### config.mk
export PLATFORM = sky130hd
export DESIGN_NAME = gpio_mmio_port
export DESIGN_NICKNAME = d
export VERILOG_FILES = /design/src/rtl/gpio_mmio_pkg.sv /design/src/rtl/gpio_lane_map.sv /design/src/rtl/gpio_in_sync.sv /design/src/rtl/gpio_mmio_port.sv
export SDC_FILE = /design/constraint.sdc
export NUM_CORES = 1
export LEC_CHECK = 0
export BUFFER_PORTS_ARGS = -buffer_cell sky130_fd_sc_hd__buf_2
export CORE_MARGIN = 2
export CORE_UTILIZATION = 51
export CTS_CLUSTER_DIAMETER = 150
export CTS_CLUSTER_SIZE = 20
export DETAILED_ROUTE_END_ITERATION = 10
export PLACE_DENSITY = 0.77
export SYNTH_ARGS = -nofsm -noshare
export SYNTH_HDL_FRONTEND = slang
export SYNTH_SLANG_ARGS = --single-unit
### constraint.sdc
create_clock -name clk -period 2.75 [get_ports clk]
set_clock_uncertainty 0.1 [all_clocks]
set_input_delay 0.1375 -clock clk [delete_from_list [all_inputs] [get_ports clk]]
set_output_delay 0.1375 -clock clk [all_outputs]
set_load 0.005 [all_outputs]
### src/rtl/gpio_mmio_pkg.sv
package gpio_mmio_pkg;
  localparam int ADDR_W = 2;

  typedef enum logic [ADDR_W-1:0] {
    REG_DATA = 2'd0,
    REG_SET  = 2'd1,
    REG_CLR  = 2'd2,
    REG_DIR  = 2'd3
  } reg_sel_e;

  // direction register modes
  localparam int DIR_NONE    = 0;
  localparam int DIR_ONE_OUT = 1;
  localparam int DIR_ONE_IN  = 2;
endpackage

### src/rtl/gpio_lane_map.sv
module gpio_lane_map #(
  parameter int WIDTH     = 32,
  parameter bit BIT_REV   = 1'b0,
  parameter bit BYTE_SWAP = 1'b0
) (
  input  logic [WIDTH-1:0] din,
  output logic [WIDTH-1:0] dout
);
  localparam int  NBYTES  = WIDTH / 8;
  localparam bit  DO_SWAP = BYTE_SWAP && (WIDTH == 16 || WIDTH == 32);

  logic [WIDTH-1:0] swapped;

  // byte order stage; byte swap and bit reversal commute, so the
  // same map serves the write path and the read path
  for (genvar b = 0; b < NBYTES; b++) begin : g_byte
    if (DO_SWAP) begin : g_sw
      assign swapped[8*b +: 8] = din[8*(NBYTES-1-b) +: 8];
    end else begin : g_id
      assign swapped[8*b +: 8] = din[8*b +: 8];
    end
  end

  // bit numbering stage
  for (genvar i = 0; i < WIDTH; i++) begin : g_bit
    if (BIT_REV) begin : g_rev
      assign dout[i] = swapped[WIDTH-1-i];
    end else begin : g_fwd
      assign dout[i] = swapped[i];
    end
  end
endmodule

### src/rtl/gpio_in_sync.sv
module gpio_in_sync #(
  parameter int WIDTH = 32
) (
  input  logic             clk,
  input  logic             rst,
  input  logic [WIDTH-1:0] async_in,
  output logic [WIDTH-1:0] sync_out
);
  logic [WIDTH-1:0] meta_q;

  always_ff @(posedge clk) begin
    if (rst) begin
      meta_q   <= '0;
      sync_out <= '0;
    end else begin
      meta_q   <= async_in;
      sync_out <= meta_q;
    end
  end
endmodule

### src/rtl/gpio_mmio_port.sv
module gpio_mmio_port
  import gpio_mmio_pkg::*;
#(
  parameter int WIDTH        = 32,
  parameter int DIR_MODE     = DIR_ONE_OUT,
  parameter bit BIT_REV      = 1'b0,
  parameter bit BYTE_SWAP    = 1'b0,
  parameter bit SET_READBACK = 1'b1
) (
  input  logic              clk,
  input  logic              rst,
  input  logic [ADDR_W-1:0] bus_addr,
  input  logic              bus_wr_en,
  input  logic [WIDTH-1:0]  bus_wr_data,
  input  logic              bus_rd_en,
  output logic [WIDTH-1:0]  bus_rd_data,
  input  logic [WIDTH-1:0]  pin_in,
  output logic [WIDTH-1:0]  pin_out,
  output logic [WIDTH-1:0]  pin_oe
);
  localparam int W = WIDTH;

  logic [W-1:0] wr_line;
  logic [W-1:0] pin_sync;
  logic [W-1:0] dir_view;
  logic [W-1:0] rd_line;
  logic [W-1:0] rd_bus;

  gpio_lane_map #(.WIDTH(W), .BIT_REV(BIT_REV), .BYTE_SWAP(BYTE_SWAP)) u_wr_map (
    .din (bus_wr_data),
    .dout(wr_line)
  );

  gpio_in_sync #(.WIDTH(W)) u_sync (
    .clk     (clk),
    .rst     (rst),
    .async_in(pin_in),
    .sync_out(pin_sync)
  );

  // output latch
  always_ff @(posedge clk) begin
    if (rst) begin
      pin_out <= '0;
    end else if (bus_wr_en) begin
      case (bus_addr)
        REG_DATA: pin_out <= wr_line;
        REG_SET:  pin_out <= pin_out | wr_line;
        REG_CLR:  pin_out <= pin_out & ~wr_line;
        default:  pin_out <= pin_out;
      endcase
    end
  end

  // direction
  if (DIR_MODE == DIR_NONE) begin : g_nodir
    assign pin_oe   = '1;
    assign dir_view = '0;
  end else begin : g_dir
    always_ff @(posedge clk) begin
      if (rst) begin
        pin_oe <= '0;
      end else if (bus_wr_en && bus_addr == REG_DIR) begin
        pin_oe <= (DIR_MODE == DIR_ONE_OUT) ? wr_line : ~wr_line;
      end
    end
    assign dir_view = (DIR_MODE == DIR_ONE_OUT) ? pin_oe : ~pin_oe;


    property dir_write_p;
      @(posedge clk) disable iff (rst)
        (bus_wr_en && bus_addr == REG_DIR) |=>
          (pin_oe == ((DIR_MODE == DIR_ONE_OUT) ? $past(wr_line) : ~$past(wr_line)));
    endproperty

    dir_write_chk: assert property (dir_write_p);


    reset_oe_chk: assert property (@(posedge clk) disable iff (rst)
      $past(rst) |-> (pin_oe == '0));
  end

  // read path
  always_comb begin
    case (bus_addr)
      REG_DATA: rd_line = pin_sync;
      REG_SET:  rd_line = SET_READBACK ? pin_out : '0;
      REG_CLR:  rd_line = '0;
      default:  rd_line = dir_view;
    endcase
  end

  gpio_lane_map #(.WIDTH(W), .BIT_REV(BIT_REV), .BYTE_SWAP(BYTE_SWAP)) u_rd_map (
    .din (rd_line),
    .dout(rd_bus)
  );

  always_ff @(posedge clk) begin
    if (rst) begin
      bus_rd_data <= '0;
    end else if (bus_rd_en) begin
      bus_rd_data <= rd_bus;
    end
  end


  data_write_chk: assert property (@(posedge clk) disable iff (rst)
    (bus_wr_en && bus_addr == REG_DATA) |=> (pin_out == $past(wr_line)));


  set_bits_chk: assert property (@(posedge clk) disable iff (rst)
    (bus_wr_en && bus_addr == REG_SET) |=>
      (((pin_out & $past(wr_line)) == $past(wr_line)) &&
       ((pin_out & ~$past(wr_line)) == ($past(pin_out) & ~$past(wr_line)))));


  clr_bits_chk: assert property (@(posedge clk) disable iff (rst)
    (bus_wr_en && bus_addr == REG_CLR) |=>
      (((pin_out & $past(wr_line)) == '0) &&
       ((pin_out & ~$past(wr_line)) == ($past(pin_out) & ~$past(wr_line)))));


  rd_hold_chk: assert property (@(posedge clk) disable iff (rst)
    !bus_rd_en |=> $stable(bus_rd_data));


  reset_latch_chk: assert property (@(posedge clk) disable iff (rst)
    $past(rst) |-> (pin_out == '0 && bus_rd_data == '0));
endmodule

[Word level (Yosys, flattened, before mapping)]
Index checks and enable logic that the tools add are counted.
Operators by class
  eq/ne operators: 3
  multiplexer cells: 2
  bitwise gates (word level): 3
  reductions and logical operators: 4
Operators with widths (count)
  case mux 32 bit (3 select lines): 2
  AND 32 bit: 1
  NOT 32 bit: 1
  bitwise OR 32 bit: 1
  == test 2 bit (second input constant): 2
  nonzero test 3 bit: 1
  == test 2 x 1 -> 1 bit (second input constant): 1
  zero test 2 bit: 1
  AND reduction 2 bit: 1
  logical AND 1 bit: 1
Word-level totals
  logic and storage cells: 17
  register bits: 160
  input bits: 70

[Longest topological paths before layout]
Gate-level depths: netlist of run 1.
  word-level depth: 3
  gate-level depth with buffers: 7
  mapped depth without buffers: 5

[By module]
A second synthesis of run 1 with hierarchy kept.
Second synthesis, totals
  cell total of the unflattened synthesis: 743
  area, all modules: 7180.6 µm²
By module, submodules not included
  gpio_mmio_port: times used 1, area each 4782.1 µm², cells each 544
  gpio_in_sync: times used 1, area each 1918.1 µm², cells each 135
  gpio_lane_map: times used 2, area each 240.2 µm², cells each 32

[Least setup slack after synthesis of run 1]
No wires, ideal clock.
  kind: input-to-reg
  start: in bus_addr[0]
  end: reg pin_out[11]
  setup slack: 1423 ps
  library setup time: 79 ps
  stages on the path: 7
  arrival: 1147 ps
  data required time: 2571 ps
  cells stage by stage: inv_1 ha_1 clkbuf_2 nand2b_2 buf_2 o22ai_1 a211oi_2
On the way
  longest elaborated chain between the ends: 3
  elaborated cells on any way between the ends: 6
Ends and longest elaborated chain
  from (decl): RTL line gpio_mmio_port.sv:12  | input logic [ADDR_W-1:0] bus_addr,
  == test 2 bit (tied with other cells): RTL line gpio_mmio_port.sv:46  | case (bus_addr)
  nonzero test 3 bit (no source line)
  AND reduction 2 bit (no source line)
  to (signal assigned): RTL line gpio_mmio_port.sv:47  | REG_DATA: pin_out <= wr_line;
  to (signal assigned): RTL line gpio_mmio_port.sv:48  | REG_SET: pin_out <= pin_out | wr_line;
  to (signal assigned): RTL line gpio_mmio_port.sv:49  | REG_CLR: pin_out <= pin_out & ~wr_line;
  to (decl): RTL line gpio_mmio_port.sv:18  | output logic [WIDTH-1:0] pin_out,
Parallel ways exist; a longest one is shown, timed or not.
A chain may end at the register's enable or synchronous reset.

[Worst setup path in the final report of run 1]
  start: in bus_addr[0]
  end: reg pin_out[1]
Same word-level chain as after synthesis.

==> out/qor.yml, run 1 <==
hold_ws_ps: 146.1
yosysMostFrequentCell: "dfxtp_1"
portBuffers: 165
ant_nets: 0
hold_end: "u_sync.meta_q[1]"
synth-simple-area-share: 0.2026
yosysSeqAreaShare: 0.5040
clk-insertion-delay-late_ps: 420
slew_violations: 0
grt_pass1_vias: 5423
max_freq_mhz: 649.8
final.setup.tns_ps: 0
synth_mux_area_frac: 0
grt_start_max_net_pins: 100
endpoint_kind: "register"
ys_ff_latch: 160
track_usage: 0.2678
coreArea_sq_mm: 0.01211
met1_length_um: 7638
crit_fanout: 32
wl_per_cell_um: 17.24
met2_length_um: 8495
synth_commonest_cells: "dfxtp_1, nor2b_1, nand2_1, a21oi_1"
async_flop_share: 0
synth_top_family_by_area: "compound AO/OA/AOI/OAI gates"
p_leak_nw: 3.465
synth_nets: 726
finalSetupViolations: 0
fillers: 942
drive_above_1_share: 0.3097
status: "finished clean"
synth_top_area_frac: 0.5040
synth-xor-area-share: 0
hpwl_um: 11340
cts_max_level: 4
pin_count: 166
required_ps: 2970
firstDrtPassIters: 4
period_share: 0.5596
syn_avg_cell_area_sq_um: 9.777
slew_headroom: 0.4709
arrival_ps: 1760
clockRootBuffer: "clkbuf_16"
synth_edf_count: 0
gp_congestion: 0.9147
holdPathStages: 2
ys_types: 24
row_count: 40
clock_path_buffers: 2
regToRegStartpoint: "pin_out[28]"
tightest_slew_ps: 793.7
met3_length_um: 1156
start_util: 0.5247
clk_pin_slew_ps: 60
rr_worst_depth: 2
hold_viol: 0
nNetsFinal: 927
grt_overflow: 0
postCtsResizedCells: 0
ff2ff_setup_slack_ps: 1590
synthFlopType: "dfxtp_1"
netlist_area_sq_mm: 0.006355
critical_path_class: "in2reg"
hp-start: "rst"
clock_sink_count: 160
wl_um: 17780
hold_path.class: "in2reg"
synth-adder-area-share: 0.01181
vias: 5767
flow.area_growth_from_synthesis_pct: 33.71
synth.area.top_cells: "dfxtp_1, nor2b_1, a211oi_2"
post-synth-top-area-cell: "dfxtp_1"
die_y_um: 115.6
cap_violations: 0
p_per_area_mw_per_mm2: 693.9
grt_pass1_wl_um: 27670
dieWidth_um: 115.6
hold_buffers: 64
routed_via_density: 5.594
drtIter0Drc: 524
ys.warnings.count: 0
syn_inst: 650
cts_buffers: 17
postPlaceCellArea_sq_mm: 0.007179
antenna_found_initial: 0
start_kind: "primary input"
fin_area_sq_mm: 0.008497
ir_drop_uv: 366.2
synth_compound_area_frac: 0.2276
finalCriticalPeriod_ps: 1539
rsz0062_at_grt: "false"
cts_post_setup_buffers_inserted: 0
timing.rr.end: "bus_rd_data[28]"
cts_tree: "done"
drc: 0
dieArea_sq_mm: 0.01337
top_layer_used: "met4"
## how the worst max path moves through the flow
stage / from / to / slack (ps) / cells after the start
6_report: bus_addr[0] / pin_out[1] / 1210 / 6
5_1_grt: bus_addr[0] / pin_out[1] / 1130 / 6
4_1_cts: bus_addr[0] / pin_out[1] / 1230 / 6
3_5_place_dp: bus_addr[0] / pin_out[25] / 840 / 6
3_3_place_gp: bus_addr[0] / bus_rd_data[5] / 930 / 6
2_1_floorplan: bus_addr[0] / pin_out[11] / 1420 / 7
## registers in the layout, summed over array words and instances (netlist names)
signal           flops
bus_rd_data         32
pin_oe              32
pin_out             32
u_sync.meta_q       32
u_sync.sync_out     32
## final cells by class
type | instances | area [sq um] | share of cell area
antenna | 1 | 2.502 | 0.0002945
clock buffer | 21 | 470.5 | 0.05537
clock inverter | 9 | 203.9 | 0.02400
inverter | 2 | 7.507 | 0.0008835
multi-input combinational | 427 | 2809 | 0.3306
sequential | 160 | 3203 | 0.3770
tap | 168 | 210.2 | 0.02474
timing repair buffer | 243 | 1590 | 0.1872
## report_power, final
group / internal [mW] / total, mW / switching, mW
combinational: 0.322 / 0.708 / 0.386
sequential: 2.44 / 2.52 / 0.0753
clock: 1.77 / 2.67 / 0.904
## placed cells by master (no fill, tap or decap)
master	n
a211oi_2	28
buf_4	13
clkbuf_1	1
nand2b_4	1
nor3_1	32
nor2b_1	96
inv_1	2
clkinvlp_4	2
a211oi_1	4
a21oi_1	36
o22ai_1	32
buf_2	164
bufinv_16	6
inv_6	1
ha_1	6
nand2b_2	1
buf_6	1
nand2_1	65
a221oi_1	32
nand3b_1	32
dfxtp_1	160
a21oi_2	28
clkbuf_16	17
clkbuf_8	3
o21ai_0	32
buf_12	1
nor2b_4	1
dlygate4sd3_1	64
and2_1	1
diode_2	1
## worst max-delay path, stage by stage
cell and delay, ps:
buf_2 130, inv_1 80, ha_1 320, nand2b_2 570, o22ai_1 190, a211oi_1 310
## cell families after synthesis
| logic type | count (synthesis) |
|---|---|
| buffers and inverters | 63 |
| AND/OR/NAND/NOR | 229 |
| adder cells (fa/ha/maj) | 6 |
| AO/OA/AOI/OAI | 192 |
| flip-flops | 160 |
## through the flow
stage	util	setup WS, ps	instances	total power [mW]
2_1_floorplan	-	1423	650	2.950
3_3_place_gp	0.5928	934.3	936	3.167
3_5_place_dp	0.5928	842.8	936	3.188
4_1_cts	0.7013	1231	1030	5.905
5_1_grt	0.7013	1134	1030	6.082
6_report	0.7016	1211	1031	5.896
## routing by layer
layer | vias up | global-route usage
met3 | 42 | 0.06067
met5 | - | 0
met1 | 2729 | 0.3497
met2 | 288 | 0.4234
li1 | 2708 | -
met4 | 0 | 0.1262
(Power assumes the default switching activity.)
==> inputs of run 2 (changes only) <==
--- a/config.mk
+++ b/config.mk
@@ -7,11 +7,11 @@
 export LEC_CHECK = 0
 export BUFFER_PORTS_ARGS = -buffer_cell sky130_fd_sc_hd__buf_2
 export CORE_MARGIN = 2
-export CORE_UTILIZATION = 51
+export CORE_UTILIZATION = 47
 export CTS_CLUSTER_DIAMETER = 150
 export CTS_CLUSTER_SIZE = 20
 export DETAILED_ROUTE_END_ITERATION = 10
-export PLACE_DENSITY = 0.77
+export PLACE_DENSITY = 0.75
 export SYNTH_ARGS = -nofsm -noshare
 export SYNTH_HDL_FRONTEND = slang
 export SYNTH_SLANG_ARGS = --single-unit
==> constraint.sdc (replaced) <==
create_clock -name clk -period 1.3 [get_ports clk]
set_clock_uncertainty 0.1 [all_clocks]
set_input_delay 0.065 -clock clk [delete_from_list [all_inputs] [get_ports clk]]
set_output_delay 0.065 -clock clk [all_outputs]
set_load 0.005 [all_outputs]
==> run 2 against run 1 <==
Compared with the run above: utilization decreased by 3.3 points; non-clock buffer count increased by 38; cell area increased by 4.2%; combinational power increased by 130%; routed wire length increased by 6.6%; critical endpoint is now u_sync.meta_q[23]; sequential power increased by 110%; critical path type unchanged; clock power increased by 89%; register-to-register slack got worse by 1400 ps; largest power group is now sequential cells; cell count increased by 4.6%; die area increased by 8.2%.
==> out/qor.yml, run 2 (synthesis gave the netlist of run 1 again) <==
status: "finished clean"  # unchanged
coreArea_sq_mm: 0.01324  # was 0.01211 sq mm
portBuffers: 165  # unchanged
clk-insertion-delay-late_ps: 420  # about the same
cts_post_setup_buffers_inserted: 0  # unchanged
wl_per_cell_um: 17.58  # was 17.24 um
required_ps: 1510  # was 2970 ps
antenna_found_initial: 0  # unchanged
finalPower_mw: 12.03  # was 5.896 mW
routed_via_density: 5.512  # was 5.594
critical_path_class: "in2reg"  # unchanged
finalSetupViolations: 0  # unchanged
cpMostUsedCell: "dlygate4sd3_1"
arrival_ps: 1420  # was 1760 ps
p_per_area_mw_per_mm2: 1359  # was 693.9 mW/mm^2
finalCriticalPeriod_ps: 1208
postCtsResizedCells: 0  # unchanged
endpoint_kind: "register"  # unchanged
drive_above_1_share: 0.3271  # was 0.3097
dieArea_sq_mm: 0.01447  # was 0.01337 sq mm
gp_congestion: 0.9240  # was 0.9147
slew_headroom: 0.6360  # was 0.4709
place_ws_ps: -167.9  # was 842.8 ps
pin_count: 166  # unchanged
cap_violations: 0  # unchanged
clock_sink_count: 160  # unchanged
n_antenna_cell: 0  # was 1
fillers: 1039  # was 942
post-route-util: 0.6683  # was 0.7016
hold_path.class: "in2reg"  # unchanged
hpwl_um: 12600  # was 11340 um
ir_drop_uv: 1143  # was 366.2 uV
vias: 5942  # was 5767
dieWidth_um: 120.3  # was 115.6 um
rsz0062_at_grt: "false"  # unchanged
slew_violations: 0  # unchanged
nNetsFinal: 965  # was 927
clk_pin_slew_ps: 60  # about the same
row_count: 42  # was 40
crit_path_top_delay_cell: "dlygate4sd3_1"  # was nand2b_2
mostFrequentLayoutCells: "buf_2, dfxtp_1, nor2b_1, dlygate4sd3_1, nand2_1"  # was buf_2, dfxtp_1, nor2b_1, nand2_1, dlygate4sd3_1
cts_max_level: 4  # unchanged
start_util: 0.4799  # was 0.5247
period_share: 0.9291
drtIter0Drc: 452  # was 524
hold_viol: 0  # unchanged
grt_pass1_vias: 5825  # was 5423
flow.area_growth_from_synthesis_pct: 39.26  # was 33.71%
cts_tree: "done"  # unchanged
p_leak_nw: 3.660  # was 3.465 nW
crit_fanout: 1  # was 32
worstPathCellList: "dlygate4sd3_1 -> buf_2 -> nor2b_1 -> dlygate4sd3_1"  # was buf_2 -> inv_1 -> ha_1 -> nand2b_2 -> o22ai_1 -> a211oi_1
grt_overflow: 0  # unchanged
firstDrtPassIters: 5  # was 4
ant_nets: 0  # unchanged
final_common_cell: "buf_2"  # unchanged
wl_um: 18950  # was 17780 um
cts_buffers: 17  # unchanged
setup_slack_ps: 92.14  # was 1211 ps
cpPeakStageDelay_ps: 550  # was 570 ps
max_freq_mhz: 827.9
grt_start_max_net_pins: 43  # was 100
start_kind: "primary input"  # unchanged
grt_pass1_wl_um: 29410  # was 27670 um
clock_path_buffers: 2  # unchanged
track_usage: 0.2604  # was 0.2678
tightest_slew_ps: 544.2  # was 793.7 ps
clockRootBuffer: "clkbuf_16"  # unchanged
die_y_um: 120.3  # was 115.6 um
drc: 0  # unchanged
==> run 2: cell count changes in the layout (fill, tap and decap cells not counted), sizes merged <==
cell / change
buf: +28
bufinv: -3
clkbuf: -1
clkinv: +4
clkinvlp: +1
diode: -1
dlygate4sd3: +10
inv: +1
==> run 2: repair_timing <==
| item | CTS | global route |
|---|---|---|
| hold endpoints to repair | 104 | 0 |
| hold buffers | 74 | 0 |
| endpoints found under the setup margin | 0 | 0 |
==> run 2: path summary, 6_finish.rpt <==
check,from,to,slack (ps),depth (start not counted)
min,rst,u_sync.meta_q[10],20,3
min reg2reg,u_sync.meta_q[12],u_sync.sync_out[12],330,1
max,pin_in[23],u_sync.meta_q[23],90,4
max reg2reg,pin_out[29],bus_rd_data[29],240,2
==> run 2: layer usage <==
metal	part of all wire	global-route usage	routed length, um
met5	0	0	0
met4	0.034	0.1192	644
met3	0.072	0.05660	1373
met2	0.47	0.4261	8947
met1	0.42	0.3293	7987
==> run 2: per-stage QoR <==
| stage | hold slack, ps | setup TNS [ps] | cell area (sq um) | std cells |
|---|---|---|---|---|
| 2_1_floorplan | 93.18 | 0 | 6355 | 650 |
| 3_3_place_gp | 171.7 | -3554 | 7512 | 972 |
| 3_5_place_dp | 178.2 | -6758 | 7512 | 972 |
| 4_1_cts | 4.042 | 0 | 8850 | 1078 |
| 5_1_grt | 26.69 | 0 | 8850 | 1078 |
| 6_report | 20.09 | 0 | 8850 | 1078 |
==> run 2: critical path: cells and delay by family <==
family,cells,cell delay [ps]
simple gates,1,120
buf+inv,3,1230
==> run 2: layout make-up <==
type / instances / area [sq um] / area share
tap: 176 / 220.2 / 0.02488
clock buffer: 20 / 436.7 / 0.04934
timing repair buffer: 281 / 2013 / 0.2275
sequential: 160 / 3203 / 0.3619
inverter: 2 / 7.507 / 0.0008483
clock inverter: 12 / 160.2 / 0.01810
multi-input combinational: 427 / 2809 / 0.3174
==> run 2: report_power, final <==
part | switching (mW) | internal (mW) | total (mW)
Combinational | 0.854 | 0.808 | 1.66
Clock | 2.01 | 3.04 | 5.05
Sequential | 0.161 | 5.16 | 5.32
Total | 3.03 | 9.01 | 12.0
==> inputs of run 3 (changes only) <==
--- a/config.mk
+++ b/config.mk
@@ -7,11 +7,11 @@
 export LEC_CHECK = 0
 export BUFFER_PORTS_ARGS = -buffer_cell sky130_fd_sc_hd__buf_2
 export CORE_MARGIN = 2
-export CORE_UTILIZATION = 47
+export CORE_UTILIZATION = 51
 export CTS_CLUSTER_DIAMETER = 150
 export CTS_CLUSTER_SIZE = 20
 export DETAILED_ROUTE_END_ITERATION = 10
-export PLACE_DENSITY = 0.75
+export PLACE_DENSITY = 0.77
 export SYNTH_ARGS = -nofsm -noshare
 export SYNTH_HDL_FRONTEND = slang
 export SYNTH_SLANG_ARGS = --single-unit
==> constraint.sdc (replaced) <==
create_clock -name clk -period 1.25 [get_ports clk]
set_clock_uncertainty 0.1 [all_clocks]
set_input_delay 0.0625 -clock clk [delete_from_list [all_inputs] [get_ports clk]]
set_output_delay 0.0625 -clock clk [all_outputs]
set_load 0.005 [all_outputs]
==> run 3 against run 2 <==
Compared with the run above: first-iteration DRC count increased by 24%; critical path type unchanged; non-clock buffer count decreased by 7; cell count decreased by 1.3%; routed wire length decreased by 0.53%; via count increased by 0.20%; global-route usage increased by 2.2 points; clock power increased by 20%; hold slack got worse by 13 ps; largest cell class unchanged.
==> out/qor.yml, run 3 (synthesis gave the netlist of run 1 again) <==
status: "finished clean"  # unchanged
dieArea_sq_mm: 0.01337  # was 0.01447 sq mm
hpwl_um: 12240  # was 12600 um
clockRootBuffer: "clkbuf_16"  # unchanged
crit_family: "buffers and inverters"  # unchanged
pin_count: 166  # unchanged
cap_violations: 0  # unchanged
antenna_found_initial: 1  # was 0
finalSetupViolations: 0  # unchanged
ff2ff_setup_slack_ps: 180  # was 240 ps
dieWidth_um: 115.6  # was 120.3 um
start_kind: "primary input"  # unchanged
cts_tree: "done"  # unchanged
die_y_um: 115.6  # was 120.3 um
met1_length_um: 7570  # was 7987 um
grt_start_max_net_pins: 53  # was 43
finalPower_mw: 13.33  # was 12.03 mW
worstPathCellList: "dlygate4sd3_1 -> buf_2 -> nor2b_1 -> dlygate4sd3_1"  # unchanged
dp_cells: 957  # was 972
drive_above_1_share: 0.3229  # was 0.3271
met2_length_um: 8981  # was 8947 um
critical_path_class: "in2reg"  # unchanged
nNetsFinal: 958  # was 965
p_leak_nw: 3.689  # was 3.660 nW
clk-insertion-delay-late_ps: 430  # was 420 ps
cpPeakStageDelay_ps: 560  # was 550 ps
grt_pass1_vias: 5762  # was 5825
drc: 0  # unchanged
place_ws_ps: -259.1  # was -167.9 ps
slew_violations: 0  # unchanged
clk_pin_slew_ps: 60  # about the same
ir_drop_uv: 953.0  # was 1143 uV
clock_sink_count: 160  # unchanged
endpoint_kind: "register"  # unchanged
routed_via_density: 5.596  # was 5.512
gp_congestion: 0.9108  # was 0.9240
post-route-util: 0.7368  # was 0.6683
firstDrtPassIters: 5  # unchanged
ant_nets: 0  # unchanged
mostFrequentLayoutCells: "buf_2, dfxtp_1, nor2b_1, dlygate4sd3_1, nand2_1"  # unchanged
top_layer_used: "met4"  # unchanged
cts_post_setup_buffers_inserted: 0  # unchanged
postPlaceCellArea_sq_mm: 0.007487  # was 0.007512 sq mm
cts_max_level: 4  # unchanged
arrival_ps: 1410  # was 1420 ps
p_per_area_mw_per_mm2: 1493  # was 1359 mW/mm^2
wl_per_cell_um: 17.72  # was 17.58 um
grt_pass1_wl_um: 29020  # was 29410 um
wl_um: 18850  # was 18950 um
hold_viol: 0  # unchanged
track_usage: 0.2823  # was 0.2604
clock_path_buffers: 2  # unchanged
met3_length_um: 1620  # was 1373 um
crit_fanout: 1  # unchanged
postCtsResizedCells: 0  # unchanged
finalCriticalPeriod_ps: 1208
crit_path_top_delay_cell: "dlygate4sd3_1"  # unchanged
start_util: 0.5247  # was 0.4799
cts_buffers: 17  # unchanged
flow.area_growth_from_synthesis_pct: 40.42  # was 39.26%
setup_slack_ps: 42.21  # was 92.14 ps
max_freq_mhz: 828.0
row_count: 40  # was 42
grt_overflow: 0  # unchanged
coreArea_sq_mm: 0.01211  # was 0.01324 sq mm
vias: 5954  # was 5942
cpMostUsedCell: "dlygate4sd3_1"  # unchanged
slew_headroom: 0.7098  # was 0.6360
rsz0062_at_grt: "false"  # unchanged
cp_num_buf_inv: 3  # unchanged
portBuffers: 165  # unchanged
final_common_cell: "buf_2"  # unchanged
fin_area_sq_mm: 0.008924  # was 0.008850 sq mm
fin_cells: 1064  # was 1078
hold_path.class: "in2reg"  # unchanged
drtIter0Drc: 559  # was 452
required_ps: 1450  # was 1510 ps
tightest_slew_ps: 433.8  # was 544.2 ps
period_share: 0.9662
[run 3: changes by cell type in the layout (fill, tap and decap cells not counted)]
| cell | delta |
|---|---|
| buf_12 | +3 |
| inv_8 | -1 |
| clkinvlp_4 | -2 |
| clkbuf_1 | -1 |
| clkbuf_8 | +2 |
| buf_4 | -10 |
| inv_6 | -1 |
| diode_2 | +1 |
| bufinv_16 | +4 |
| clkinv_2 | +1 |
| clkinv_4 | -2 |
[run 3: path summary, 6_finish.rpt]
check | start | to | depth (start not counted)
setup / recovery | pin_in[18] | u_sync.meta_q[18] | 4
hold / removal | rst | u_sync.meta_q[3] | 3
setup reg to reg | pin_out[30] | bus_rd_data[30] | 2
hold reg to reg | u_sync.meta_q[19] | u_sync.sync_out[19] | 1
[run 3: timing repair]
action	CTS	global route
endpoints found under the setup margin	0	0
hold buffers	74	0
endpoints found under the hold margin	104	0
[run 3: cell type report]
| class | instances | area [sq um] |
|---|---|---|
| sequential | 160 | 3203 |
| timing repair buffer | 274 | 1998 |
| antenna | 1 | 2.502 |
| clock buffer | 21 | 460.4 |
| clock inverter | 11 | 232.7 |
| multi-input combinational | 427 | 2809 |
| tap | 168 | 210.2 |
| inverter | 2 | 7.507 |
| fill | 869 | 3188 |
[run 3: power breakdown]
group,total [mW],switching (mW),internal [mW],leakage [nW]
registers,5.53,0.166,5.37,1.32
clock network,6.05,2.01,4.04,0.337
logic,1.74,0.900,0.839,2.04
[run 3: per-layer routing]
metal	track usage	vias to the layer above
met4	0.1317	0
met5	0	-
li1	-	2771
met3	0.07270	61
met1	0.3538	2789
met2	0.4581	333
[run 3: tightest hold or removal path: cells and delay by family]
family        cells  cell delay [ps]
simple gates      1              100
buf+inv           2              330
[run 3: through the flow]
stage	hold WS (ps)	TNS (ps)
after detailed placement	174.1	-9420
after global placement	169.2	-5466
after CTS	4.195	0
after floorplan	90.68	-31.85
final	6.610	0
after global routing	13.43	0
